**src/rtl/corr_bpred_pkg.sv**
```systemverilog
package corr_bpred_pkg;

  // Counters up to 8 bits wide are carried in a byte for the helpers below.
  localparam int unsigned CTR_MAX_W = 8;

  // Value a counter takes after reset: the weakest not-taken state.
  function automatic logic [CTR_MAX_W-1:0] ctr_reset_val(input int unsigned w);
    return CTR_MAX_W'((1 << (w - 1)) - 1);
  endfunction

  // Top of the counter range.
  function automatic logic [CTR_MAX_W-1:0] ctr_top(input int unsigned w);
    return CTR_MAX_W'((1 << w) - 1);
  endfunction

  // Saturating step towards the observed direction.
  function automatic logic [CTR_MAX_W-1:0] ctr_step(input int unsigned w,
                                                     input logic [CTR_MAX_W-1:0] c,
                                                     input logic taken);
    logic [CTR_MAX_W-1:0] r;
    if (taken) r = (c == ctr_top(w)) ? c : c + 1'b1;
    else       r = (c == '0)         ? c : c - 1'b1;
    return r;
  endfunction

  // Upper half of the range predicts taken.
  function automatic logic ctr_is_taken(input int unsigned w,
                                        input logic [CTR_MAX_W-1:0] c);
    return c >= CTR_MAX_W'(1 << (w - 1));
  endfunction

endpackage

```
**src/rtl/bp_hist_reg.sv**
```systemverilog
module bp_hist_reg #(
  parameter int unsigned HIST_W = 2,
  parameter int unsigned HW_EFF = (HIST_W > 0) ? HIST_W : 1
) (
  input  logic              clk,
  input  logic              rst_n,
  input  logic              shift_en,
  input  logic              bit_in,
  output logic [HW_EFF-1:0] hist_q
);

  generate
    if (HIST_W == 0) begin : g_none
      // No path history: a single bank is always selected.
      assign hist_q = '0;
    end else begin : g_shift
      logic [HW_EFF:0]   widened;
      logic [HW_EFF-1:0] hist_r;

      // Newest outcome lands in bit 0, the oldest falls off the top.
      assign widened = {hist_r, bit_in};

      always_ff @(posedge clk or negedge rst_n) begin
        if (!rst_n)        hist_r <= '0;
        else if (shift_en) hist_r <= widened[HW_EFF-1:0];
      end

      assign hist_q = hist_r;
    end
  endgenerate

endmodule

```
**src/rtl/bp_bank_dec.sv**
```systemverilog
module bp_bank_dec #(
  parameter int unsigned NB    = 4,
  parameter int unsigned SEL_W = 2
) (
  input  logic             en,
  input  logic [SEL_W-1:0] sel,
  output logic [NB-1:0]    we
);

  generate
    for (genvar b = 0; b < NB; b++) begin : g_we
      assign we[b] = en && (sel == SEL_W'(b));
    end
  endgenerate

endmodule

```
**src/rtl/bp_ctr_bank.sv**
```systemverilog
module bp_ctr_bank
  import corr_bpred_pkg::*;
#(
  parameter int unsigned CTR_W = 2,
  parameter int unsigned IDX_W = 5,
  localparam int unsigned DEPTH = 1 << IDX_W
) (
  input  logic             clk,
  input  logic             rst_n,
  input  logic             we,
  input  logic [IDX_W-1:0] wr_idx,
  input  logic             wr_taken,
  input  logic [IDX_W-1:0] rd_idx,
  output logic [CTR_W-1:0] rd_ctr
);

  localparam logic [CTR_W-1:0] RST_VAL = CTR_W'(ctr_reset_val(CTR_W));

  logic [CTR_W-1:0] ctr_mem [DEPTH];
  logic [CTR_W-1:0] wr_old;
  logic [CTR_W-1:0] wr_new;

  // Read-modify-write on the update side.
  assign wr_old = ctr_mem[wr_idx];
  assign wr_new = CTR_W'(ctr_step(CTR_W, CTR_MAX_W'(wr_old), wr_taken));

  always_ff @(posedge clk or negedge rst_n) begin
    if (!rst_n) begin
      for (int i = 0; i < DEPTH; i++) ctr_mem[i] <= RST_VAL;
    end else if (we) begin
      ctr_mem[wr_idx] <= wr_new;
    end
  end

  // Lookup side is purely combinational.
  assign rd_ctr = ctr_mem[rd_idx];

endmodule

```
**src/rtl/corr_bpred.sv**
```systemverilog
module corr_bpred
  import corr_bpred_pkg::*;
#(
  parameter int unsigned PC_W    = 32,
  parameter int unsigned HIST_W  = 2,
  parameter int unsigned CTR_W   = 2,
  parameter int unsigned IDX_W   = 5,
  parameter int unsigned IDX_LSB = 2,
  localparam int unsigned HW_EFF = (HIST_W > 0) ? HIST_W : 1,
  localparam int unsigned NB     = 1 << HIST_W
) (
  input  logic            clk,
  input  logic            rst_n,
  input  logic [PC_W-1:0] lk_pc,
  output logic            lk_taken,
  input  logic            up_valid,
  input  logic [PC_W-1:0] up_pc,
  input  logic            up_taken
);

  // Named internal events, also used by the bound checker.
  logic [HW_EFF-1:0] hist_q;
  logic [HW_EFF-1:0] lk_bank;
  logic [HW_EFF-1:0] upd_bank;
  logic [IDX_W-1:0]  lk_idx;
  logic [IDX_W-1:0]  upd_idx;
  logic [NB-1:0]     bank_we;
  logic [CTR_W-1:0]  bank_rd [NB];
  logic [CTR_W-1:0]  lk_ctr;
  logic              unused_pc_bits;

  assign lk_idx   = lk_pc[IDX_LSB +: IDX_W];
  assign upd_idx  = up_pc[IDX_LSB +: IDX_W];
  assign lk_bank  = hist_q;
  assign upd_bank = hist_q;   // history before this update picks the bank
  assign unused_pc_bits = ^{lk_pc, up_pc};

  bp_hist_reg #(.HIST_W(HIST_W), .HW_EFF(HW_EFF)) u_hist (
    .clk      (clk),
    .rst_n    (rst_n),
    .shift_en (up_valid),
    .bit_in   (up_taken),
    .hist_q   (hist_q)
  );

  bp_bank_dec #(.NB(NB), .SEL_W(HW_EFF)) u_dec (
    .en  (up_valid),
    .sel (upd_bank),
    .we  (bank_we)
  );

  generate
    for (genvar b = 0; b < NB; b++) begin : g_bank
      bp_ctr_bank #(.CTR_W(CTR_W), .IDX_W(IDX_W)) u_bank (
        .clk      (clk),
        .rst_n    (rst_n),
        .we       (bank_we[b]),
        .wr_idx   (upd_idx),
        .wr_taken (up_taken),
        .rd_idx   (lk_idx),
        .rd_ctr   (bank_rd[b])
      );
    end
  endgenerate

  always_comb begin
    lk_ctr = bank_rd[0];
    for (int b = 0; b < NB; b++) begin
      if (lk_bank == HW_EFF'(b)) lk_ctr = bank_rd[b];
    end
  end

  assign lk_taken = ctr_is_taken(CTR_W, CTR_MAX_W'(lk_ctr));

endmodule

```
**config.mk**
```make
export PLATFORM = sky130hd
export DESIGN_NAME = corr_bpred
export DESIGN_NICKNAME = d
export VERILOG_FILES = /design/src/rtl/corr_bpred_pkg.sv /design/src/rtl/bp_hist_reg.sv /design/src/rtl/bp_bank_dec.sv /design/src/rtl/bp_ctr_bank.sv /design/src/rtl/corr_bpred.sv
export SDC_FILE = /design/constraint.sdc
export NUM_CORES = 1
export LEC_CHECK = 0
export CORE_MARGIN = 2
export CORE_UTILIZATION = 30
export DETAILED_ROUTE_END_ITERATION = 8
export DONT_BUFFER_PORTS = 1
export MAX_ROUTING_LAYER = met4
export SLEW_MARGIN = 20
export SYNTH_ARGS = -nofsm -noshare
export SYNTH_HDL_FRONTEND = slang
export SYNTH_HIERARCHICAL = 1
export SYNTH_SLANG_ARGS = --single-unit
```
**constraint.sdc**
```tcl
create_clock -name clk -period 3.3 [get_ports clk]
set_input_delay 0.495 -clock clk [delete_from_list [all_inputs] [get_ports clk]]
set_output_delay 0.495 -clock clk [all_outputs]
set_load 0.05 [all_outputs]
```
# [After elaboration in Yosys (flattened, before gate mapping)]
# Index checks and enable logic that the tools add are counted.
[word_totals] elab_cells=205 in_bits=68 register_bits=258 output_inout_bits=1
[classes] muxes=45 bitwise=2 order_cmp=4 n_eq_ne=7 n_reduce_logical=10 n_addsub=8
[ops] op="bitwise mux 64 bit" count=4
[ops] op="binary-select mux 2 bit (select 5 bit)" count=8
[ops] op="2-to-1 mux 2 bit" count=32
[ops] op="equality test 2 bit (second input constant)" count=6
[ops] op="greater-or-equal comparator 6 bit (second input constant)" count=2
[ops] op="NOT 5 -> 6 bit" count=2
[ops] op="demux 2 bit (select 5 bit)" count=1
[ops] op="logical NOT 2 bit" count=5
[ops] op="adder 2 x 1 -> 2 bit (second input constant)" count=4
[ops] op="subtractor 2 x 1 -> 2 bit (second input constant)" count=4
[ops] op="< comparator 6 x 1 -> 1 bit (second input constant)" count=1
[ops] op="logical AND 1 bit" count=5
[ops] op="equality test 2 x 1 -> 1 bit (second input constant)" count=1
[ops] op="greater-or-equal comparator 2 bit (second input constant)" count=1

# [Depth between registers and ports, before layout]
# Gate-level depths: netlist of run 1.
[logic_depth] ltp_word=8 mapped_depth=10 depth_no_buf=6

# [Cells and area by module]
# The synthesis of run 1 kept the hierarchy.
[modules_own_cells] module="bp_ctr_bank (g_bank[1].u_bank ...)" instances=3 seq_area_each_um2=1641.6 cells_each=279 area_each_um2=3841.2
[modules_own_cells] module="bp_ctr_bank (g_bank[0].u_bank)" instances=1 seq_area_each_um2=1641.6 cells_each=278 area_each_um2=3871.2
[modules_own_cells] module="bp_hist_reg" instances=1 seq_area_each_um2=50.0 cells_each=4 area_each_um2=72.6
[modules_own_cells] module="bp_bank_dec" instances=1 seq_area_each_um2=0.0 cells_each=4 area_each_um2=37.5
[modules_own_cells] module="corr_bpred" instances=1 seq_area_each_um2=0.0 cells_each=1 area_each_um2=22.5

# [Worst setup path before layout of run 1]
# OpenSTA, ideal clock, no wires.
[synth_timing] path_type="input to output" from="input port lk_pc[2]" to="output port lk_taken" t_required_ns=2.805 n_path_buf=2 slack_ns=-0.265 arrival_time_ns=3.070 cell_stages=6 cell_sequence="clkbuf_1 buf_2 mux4_2 mux4_2 mux2_2 mux4_2"
[synth_rtl] item="start, declared" line="corr_bpred.sv:14" rtl="input logic [PC_W-1:0] lk_pc,"
[synth_rtl] item="end, declared" line="corr_bpred.sv:15" rtl="output logic lk_taken,"

==> flow_summary_export.csv, run 1 <==
group,metric,value,unit
placed_design,dp.cells,1615,
yosys,synth_warnings,6,
detailed_routing,via_per_inst,5.179,
detailed_routing,post-route-drc-count,0,
finish,final_cell_count_no_fill,1680,
detailed_routing,first_pass_iters,4,
detailed_routing,wl,33.84,mm
floorplan,die_y,224.5,um
placed_design,dpl_cell_area,14760,um2
pwr,p_leak,6.483,nW
pwr,power_density,475.4,nW/um2
detailed_routing,wire_per_inst,20.14,um
floorplan,core,47850,um2
worst_setup_path,cp.required,2800,ps
yosys,netlist_area,14580,um2
placed_design,io_buffers,0,
finish,syn_to_final_growth,8.332,%
flow_run,max_cap_violations,0,
clock_tree,clock_latency,550,ps
finish,design_area,15800,um2
floorplan,dieArea,50380,um2
timing,fin_crit_sh,1.028,
clock_tree,numClockSinks,258,
worst_setup_path,crit_family,"multiplexers",
finish,fillers,4673,
timing,finalMaxSlewViolations,0,
worst_setup_path,reg2reg_slack,780,ps
worst_setup_path,arrival,2900,ps
grt,grt_antenna_before_repair,0,
clock_tree,cts_buffers,29,
worst_setup_path,crit_chain,"mux4_2 -> mux4_2 -> mux2_4 -> mux4_2",
pwr,seqPwrFrac,0.484,
detailed_routing,num_vias,8700,
worst_setup_path,path_max_fanout,2,
worst_setup_path,critPathBufInv,0,
clock_tree,cts_max_level,1,
floorplan,start_util,0.3048,
pwr,switching_share,0.2265,
grt,first_global_vias,9385,
timing,grt_setup_unrepaired,"yes",
pwr,switchingPower,0.001701,W
grt,grt_pass1_wl,53.73,mm
finish,diodes,0,
clock_tree,cts.reportedPaths.clkPinSlew,60,ps
yosys,avgSynthCellArea,13.50,um2
worst_setup_path,max_stage_delay,660,ps
timing,final-hold-violation-count,160,
grt,grt-ovfl-total,0,
timing,worst_slew_pin_slew,970.8,ps
pwr,pwr-share-clk,0.423,
placed_design,dp_slack,313.1,ps
status,violations,"hold timing, setup timing",
timing,finalCriticalPeriod,3393,ps
floorplan,num_io_pins,69,
timing,holdWs,-348.5,ps
pwr,combPwrFrac,0.092,
worst_setup_path,cp_common_cell,"mux4_2",
finish,layout-drive-gt1-share,0.4901,
grt,grt_use_total,0.1391,
detailed_routing,drtIter0Drc,448,
timing,fin_tns_setup,-93.39,ps
floorplan,dieWidth,224.5,um
placed_design,hpwlAfterDp,20.42,mm
status,status,"finished with violations",
yosys,synthCells,1080,
timing,fin_worst_skew,10.19,ps
clock_tree,root_buffer,"clkbuf_16",
floorplan,rows,80,
worst_setup_path,cp-end-kind,"primary output",
detailed_routing,detail-route-antenna-nets,0,
worst_setup_path,critical_path.slowest_cell,"mux4_2",
clock_tree,cts_tree,"done",
pwr,peakVddDrop,0.3428,mV
timing,max_freq,294.7,MHz
finish,nNetsFinal,1111,
timing,setup_viol,1,
placed_design,routabilityCongestion,0.7812,
worst_setup_path,criticalPathCategory,"flop to primary output",
hold_path,hp-class,"input port to asynchronous set/reset pin",
worst_setup_path,critPathLaunchType,"flop",
grt,grt_start_max_net_pins,259,
yosys,syn_nets,1148,
timing,setup_ws,-93.39,ps
pwr,intPower,0.005809,W
timing,relSlewSlack,0.3528,
clock_tree,clockBufferDepth,3,
per-layer routing:
| metal | vias to the layer above | wire length [um] | GRT usage |
|---|---|---|---|
| met1 | 4550 | 15510 | 0.1813 |
| met2 | 148 | 16000 | 0.2224 |
| met4 | 0 | 682 | 0.03461 |
| met5 | - | 0 | - |
| li1 | 3952 | - | - |
| met3 | 50 | 1645 | 0.02796 |
final cells by class:
cell class / count / area [um2] / area share
flip-flops and latches: 258 / 6616 / 0.4189
repair buffers: 20 / 172.7 / 0.01093
clock inverters: 5 / 75.07 / 0.004752
clock buffers: 48 / 857.1 / 0.05426
inverters: 1 / 3.754 / 0.0002376
multi-input cells: 733 / 7302 / 0.4623
well taps: 615 / 769.5 / 0.04871
timing repair:
action                     CTS  global route
buffers inserted            11             0
setup endpoints to repair    1             1
hold endpoints to repair   258           258
resized for setup            2             0
power by group through the flow:
| stage | registers (W) | clock network, W | logic [W] |
|---|---|---|---|
| after detailed placement | 0.00369 | 0 | 0.000691 |
| after global routing | 0.00367 | 0.00340 | 0.000751 |
| after floorplan | 0.00366 | 0 | 0.000696 |
| after global placement | 0.00368 | 0 | 0.000668 |
| after CTS | 0.00364 | 0.00327 | 0.000695 |
| final | 0.00364 | 0.00318 | 0.000693 |
final timing paths:
| kind | startpoint | end | depth (start not counted) |
|---|---|---|---|
| worst max-delay path | g_bank[3].u_bank/ctr_mem[1] | lk_taken | 4 |
| worst min-delay path | rst_n | g_bank[1].u_bank/ctr_mem[17] | 0 |
| worst max register to register | g_bank[3].u_bank/ctr_mem[29] | g_bank[3].u_bank/ctr_mem[45] | 8 |
| worst min register to register | g_bank[0].u_bank/ctr_mem[47] | g_bank[0].u_bank/ctr_mem[47] | 1 |
| max in group asynchronous | rst_n | g_bank[3].u_bank/ctr_mem[23] | 0 |
| min in group clk | up_valid | u_hist/hist_q[0] | 1 |
sequential cells by signal, summed over array words and instances, names as in the netlist:
signal	cells
u_hist/hist_q	2
g_bank.u_bank/ctr_mem	256
per-stage QoR:
step,util,power (W)
floorplan,-,0.004351
global placement,0.3078,0.004346
detailed placement,0.3085,0.004383
CTS,0.3298,0.007607
global route,0.3302,0.007818
finish,0.3302,0.007510
cell usage in the layout, fill, tap and decap left out, types with 4 or more instances in the layout:
master and instances:
mux4_2 41, nor3b_1 4, a21oi_1 4, clkbuf_1 13
a21boi_1 6, clkbuf_16 29, nor2_1 112, mux2_4 73
mux2i_1 128, nand2b_1 16, or3b_2 4, or3b_1 12
nand3_1 8, o22ai_1 62, mux2_2 185, buf_4 17
dfrtp_1 130, mux2_1 4, dfstp_2 128, or3_1 4
nor4_1 8, nand3b_1 17, a22oi_2 4, clkbuf_8 6
No activity file was read; power rests on OpenSTA's default activity.
==> run 2, diff against run 1 <==
--- a/config.mk
+++ b/config.mk
@@ -10,6 +10,7 @@
 export DETAILED_ROUTE_END_ITERATION = 8
 export DONT_BUFFER_PORTS = 1
 export MAX_ROUTING_LAYER = met4
+export REMOVE_ABC_BUFFERS = 1
 export SLEW_MARGIN = 20
 export SYNTH_ARGS = -nofsm -noshare
 export SYNTH_HDL_FRONTEND = slang
==> run 2 against run 1 <==
Net effect: the run still ends with hold timing, setup timing left; total power is 2.0% higher; first-iteration DRC count is 23% higher; wire length is 1.5% lower; utilization hardly changed; flip-flop and latch count stayed put; cell count shrank 0.36%.
==> flow_summary_export.csv, run 2 (same netlist as run 1, synthesis figures left out) <==
group,metric,value,unit
clock_tree,cts_buffers,29,
worst_setup_path,cp-end-kind,"primary output",
detailed_routing,wire_per_inst,19.91,um
finish,layout-drive-gt1-share,0.4873,
pwr,power_density,484.5,nW/um2
placed_design,dpl_cell_area,14790,um2
finish,syn_to_final_growth,8.452,%
placed_design,routabilityCongestion,0.7745,
grt,grt_start_max_net_pins,259,
clock_tree,cts_max_level,1,
pwr,peakVddDrop,0.4147,mV
grt,grt_pass1_wl,52.97,mm
finish,layout_commonest_cell,"mux2_2",
timing,fin_crit_sh,1.024,
timing,setup_viol,1,
timing,grt_setup_unrepaired,"yes",
pwr,switchingPower,0.001696,W
pwr,switching_share,0.2213,
worst_setup_path,cp.required,2800,ps
clock_tree,numClockSinks,258,
pwr,seqPwrFrac,0.475,
placed_design,hpwlAfterDp,20.56,mm
timing,final-hold-violation-count,172,
worst_setup_path,regToRegStartpoint,"g_bank[1].u_bank/ctr_mem[13]",
timing,max_freq,296.0,MHz
hold_path,hp-class,"input port to asynchronous set/reset pin",
finish,largest_register_ffs,256,
detailed_routing,drtIter0Drc,549,
clock_tree,cts.reportedPaths.clkPinSlew,60,ps
finish,design_area,15810,um2
floorplan,rows,80,
placed_design,io_buffers,0,
floorplan,dieWidth,224.5,um
grt,grt_antenna_before_repair,0,
pwr,combPwrFrac,0.090,
finish,max_flop_register,"g_bank.u_bank/ctr_mem",
floorplan,dieArea,50380,um2
pwr,report.power.total,0.007661,W
worst_setup_path,path_max_fanout,3,
detailed_routing,first_pass_iters,4,
timing,setup_ws,-78.63,ps
detailed_routing,wl,33.33,mm
status,status,"finished with violations",
timing,fin_worst_skew,17.89,ps
timing,holdWs,-336.1,ps
floorplan,die_y,224.5,um
grt,grt-ovfl-total,0,
floorplan,core,47850,um2
finish,final_cell_mix,"mux2_2 (183), dfrtp_1 (130), mux2i_1 (128), dfstp_2 (128), nor2_1 (112)",
pwr,intPower,0.005966,W
clock_tree,root_buffer,"clkbuf_16",
grt,first_global_vias,9082,
flow_run,max_cap_violations,0,
timing,fin_tns_setup,-78.63,ps
pwr,p_leak,6.475,nW
pwr,pwr-share-clk,0.435,
grt,grt_use_total,0.1361,
detailed_routing,post-route-drc-count,0,
finish,diodes,0,
worst_setup_path,criticalPathCategory,"flop to primary output",
worst_setup_path,arrival,2880,ps
clock_tree,clock_latency,550,ps
worst_setup_path,critPathLaunchType,"flop",
timing,finalMaxSlewViolations,0,
clock_tree,clockBufferDepth,3,
detailed_routing,via_per_inst,5.168,
timing,finalCriticalPeriod,3379,ps
detailed_routing,detail-route-antenna-nets,0,
clock_tree,cts_tree,"done",
timing,relSlewSlack,0.3835,
floorplan,num_io_pins,69,
floorplan,start_util,0.3048,
status,violations,"hold timing, setup timing",
detailed_routing,num_vias,8651,
finish,nNetsFinal,1105,
worst_setup_path,crit_path_start,"g_bank[1].u_bank/ctr_mem[57]",
timing,worst_slew_pin_slew,922.7,ps
[run 2: routing by layer]
layer	routed length (um)	up-vias	global-route usage	part of all wire
li1	-	3921	-	-
met1	15560	4555	0.1801	0.47
met2	15700	129	0.2168	0.47
met3	1393	46	0.02338	0.042
met4	682	0	0.03504	0.020
met5	0	-	-	0
[run 2: timing repair]
action	in CTS	in global routing
hold endpoints to repair	258	258
endpoints found under the setup margin	1	1
resized for setup	3	1
buffers inserted	4	0
[run 2: power by group through the flow]
| stage | Sequential [W] | Clock (W) | Combinational (W) |
|---|---|---|---|
| 2_1_floorplan | 0.00365 | 0 | 0.000543 |
| 3_3_place_gp | 0.00368 | 0 | 0.000672 |
| 5_1_grt | 0.00367 | 0.00356 | 0.000748 |
| 4_1_cts | 0.00364 | 0.00342 | 0.000696 |
| 3_5_place_dp | 0.00369 | 0 | 0.000694 |
| 6_report | 0.00364 | 0.00333 | 0.000692 |
[run 2: critical path, stage by stage, from the launching register on]
cell     delay, ps
dfrtp_1        390
mux4_2         510
mux4_2         510
mux2_4         290
mux4_2         640
[run 2: final cells by class]
class                      count  area, um2
multi-input combinational    733       7310
tap                          615      769.5
timing repair buffer          14      132.6
clock buffer                  48      857.1
inverter                       1      3.754
sequential                   258       6616
fill                        4756      32030
clock inverter                 5      125.1
[run 2: through the flow]
step	utilization	hold slack [ps]	setup slack, ps	cells
2_1_floorplan	-	199.4	509.3	992
4_1_cts	0.3304	-374.6	-95.39	1674
6_report	0.3305	-336.1	-78.63	1674
3_3_place_gp	0.3084	211.3	314.5	1615
3_5_place_dp	0.3090	210.9	314.5	1617
5_1_grt	0.3305	-374.0	-124.1	1674
[run 2: final timing paths]
check,end,slack [ps],depth (start not counted)
max in group asynchronous,g_bank[3].u_bank/ctr_mem[9],3040,0
max reg2reg,g_bank[1].u_bank/ctr_mem[33],860,7
min reg2reg,g_bank[0].u_bank/ctr_mem[63],520,1
min,g_bank[1].u_bank/ctr_mem[1],-340,0
max,lk_taken,-80,4
min in group clk,u_hist/hist_q[0],110,1
==> run 3, diff against run 2 <==
--- a/config.mk
+++ b/config.mk
@@ -7,6 +7,7 @@
 export LEC_CHECK = 0
 export CORE_MARGIN = 2
 export CORE_UTILIZATION = 30
+export CTS_CLUSTER_SIZE = 16
 export DETAILED_ROUTE_END_ITERATION = 8
 export DONT_BUFFER_PORTS = 1
 export MAX_ROUTING_LAYER = met4
==> run 3 against run 2 <==
Net effect: the flow still finishes with violations (hold timing, setup timing); register-to-register slack is essentially flat; largest cell class unchanged; largest power group unchanged; final area shrank 0.21%; wire length is essentially flat.
==> flow_summary_export.csv, run 3 (same netlist as run 1, synthesis figures left out) <==
group,metric,value,unit
worst_setup_path,criticalPathCategory,"flop to primary output",
worst_setup_path,crit_family,"multiplexers",
timing,setup_ws,-74.12,ps
status,violations,"hold timing, setup timing",
worst_setup_path,path_depth,4,
hold_path,hp-class,"input port to asynchronous set/reset pin",
clock_tree,cts_tree,"done",
finish,largest_register_ffs,256,
finish,layout-drive-gt1-share,0.4863,
placed_design,hpwlAfterDp,20.56,mm
worst_setup_path,reg2regPathDepth,7,
worst_setup_path,critPathLaunchType,"flop",
detailed_routing,drtIter0Drc,519,
finish,layout_commonest_cell,"mux2_2",
floorplan,rows,80,
clock_tree,cts_buffers,29,
placed_design,routabilityCongestion,0.7745,
timing,max_freq,296.4,MHz
detailed_routing,first_pass_iters,4,
detailed_routing,dr_wl_met3,1.454,mm
placed_design,dp_slack,314.5,ps
timing,setup_viol,1,
pwr,peakVddDrop,0.4151,mV
worst_setup_path,cp-end-kind,"primary output",
worst_setup_path,critPathBufInv,0,
worst_setup_path,critical_path.slowest_cell,"mux4_2",
clock_tree,numClockSinks,258,
detailed_routing,wl,33.32,mm
timing,finalMaxSlewViolations,0,
worst_setup_path,cp.required,2800,ps
detailed_routing,route.met2.wl,15.74,mm
detailed_routing,detail-route-antenna-nets,0,
pwr,p_leak,6.455,nW
grt,grt_antenna_before_repair,0,
pwr,seqPwrFrac,0.481,
timing,finalCriticalPeriod,3374,ps
grt,grt_start_max_net_pins,259,
clock_tree,cts_max_level,1,
finish,design_area,15780,um2
floorplan,num_io_pins,69,
timing,grt_setup_unrepaired,"yes",
timing,fin_worst_skew,18.15,ps
worst_setup_path,crit_chain,"mux4_2 -> mux4_2 -> mux2_4 -> mux4_2",
pwr,switching_share,0.2243,
flow_run,max_cap_violations,0,
pwr,switchingPower,0.001697,W
placed_design,dpl_cell_area,14790,um2
placed_design,io_buffers,0,
worst_setup_path,arrival,2880,ps
grt,grt_pass1_wl,53.03,mm
grt,first_global_vias,9081,
floorplan,dieArea,50380,um2
pwr,power_density,479.4,nW/um2
clock_tree,clock_latency,550,ps
timing,relSlewSlack,0.3792,
worst_setup_path,path_max_fanout,3,
clock_tree,clockBufferDepth,3,
floorplan,start_util,0.3048,
clock_tree,root_buffer,"clkbuf_16",
worst_setup_path,max_stage_delay,640,ps
timing,final-hold-violation-count,161,
detailed_routing,highest_layer,"met4",
pwr,intPower,0.005869,W
grt,grt_use_total,0.1363,
status,status,"finished with violations",
finish,diodes,0,
pwr,combPwrFrac,0.091,
detailed_routing,num_vias,8664,
grt,grt-ovfl-total,0,
timing,fin_tns_setup,-74.12,ps
finish,nNetsFinal,1105,
clock_tree,cts.reportedPaths.clkPinSlew,60,ps
floorplan,core,47850,um2
timing,worst_slew_pin_slew,929.2,ps
floorplan,die_y,224.5,um
timing,holdWs,-336.1,ps
finish,fillers,4759,
detailed_routing,via_per_inst,5.176,
finish,syn_to_final_growth,8.229,%
floorplan,dieWidth,224.5,um
worst_setup_path,cp_common_cell,"mux4_2",
detailed_routing,post-route-drc-count,0,
pwr,pwr-share-clk,0.428,
finish,final_cell_mix,"mux2_2 (183), dfrtp_1 (130), mux2i_1 (128), dfstp_2 (128), nor2_1 (112)",
timing,fin_crit_sh,1.022,
detailed_routing,wire_per_inst,19.91,um
detailed_routing,drt-met1-wl,15.46,mm
finish,max_flop_register,"g_bank.u_bank/ctr_mem",
-- run 3: cell types whose count changed in the layout (fill, tap and decap cells not counted), sizes merged --
cell,change
bufinv,-1
clkinvlp,+1
-- run 3: final timing paths --
check | from | to | slack [ps]
max | g_bank[1].u_bank/ctr_mem[57] | lk_taken | -70
min | rst_n | g_bank[1].u_bank/ctr_mem[1] | -340
max reg2reg | g_bank[1].u_bank/ctr_mem[13] | g_bank[1].u_bank/ctr_mem[33] | 860
min reg2reg | g_bank[0].u_bank/ctr_mem[63] | g_bank[0].u_bank/ctr_mem[63] | 520
max in group asynchronous | rst_n | g_bank[3].u_bank/ctr_mem[21] | 3140
min in group clk | up_valid | u_hist/hist_q[1] | 110
-- run 3: what timing repair did --
item / 4_1_cts / 5_1_grt
setup endpoints to repair: 1 / 1
gates resized for setup: 3 / 1
buffers inserted: 4 / 0
endpoints found under the hold margin: 258 / 258
-- run 3: power by group through the flow --
stage / logic [W] / clock network [W] / registers, W
floorplan: 0.000543 / 0 / 0.00365
global placement: 0.000672 / 0 / 0.00368
detailed placement: 0.000694 / 0 / 0.00369
CTS: 0.000696 / 0.00332 / 0.00364
global route: 0.000748 / 0.00347 / 0.00367
finish: 0.000691 / 0.00324 / 0.00364
-- run 3: layer usage --
metal | vias to the layer above | GRT usage
met3 | 45 | 0.02338
met4 | 0 | 0.03504
met5 | - | -
met2 | 152 | 0.2166
met1 | 4552 | 0.1806
li1 | 3915 | -
-- run 3: layout make-up --
| cell class | instances | area, um2 | share of cell area |
|---|---|---|---|
| clock buffers | 48 | 847.1 | 0.05367 |
| flip-flops and latches | 258 | 6616 | 0.4192 |
| clock inverters | 5 | 102.6 | 0.006501 |
| multi-input cells | 733 | 7310 | 0.4632 |
| inverters | 1 | 3.754 | 0.0002378 |
| repair buffers | 14 | 132.6 | 0.008404 |
| well taps | 615 | 769.5 | 0.04876 |
-- run 3: through the flow --
stage	power, W	instances	hold WS [ps]	util
2_1_floorplan	0.004197	992	199.4	-
3_3_place_gp	0.004349	1615	211.3	0.3084
3_5_place_dp	0.004386	1617	210.9	0.3090
4_1_cts	0.007659	1674	-375.1	0.3298
5_1_grt	0.007886	1674	-373.5	0.3298
6_report	0.007566	1674	-336.1	0.3298
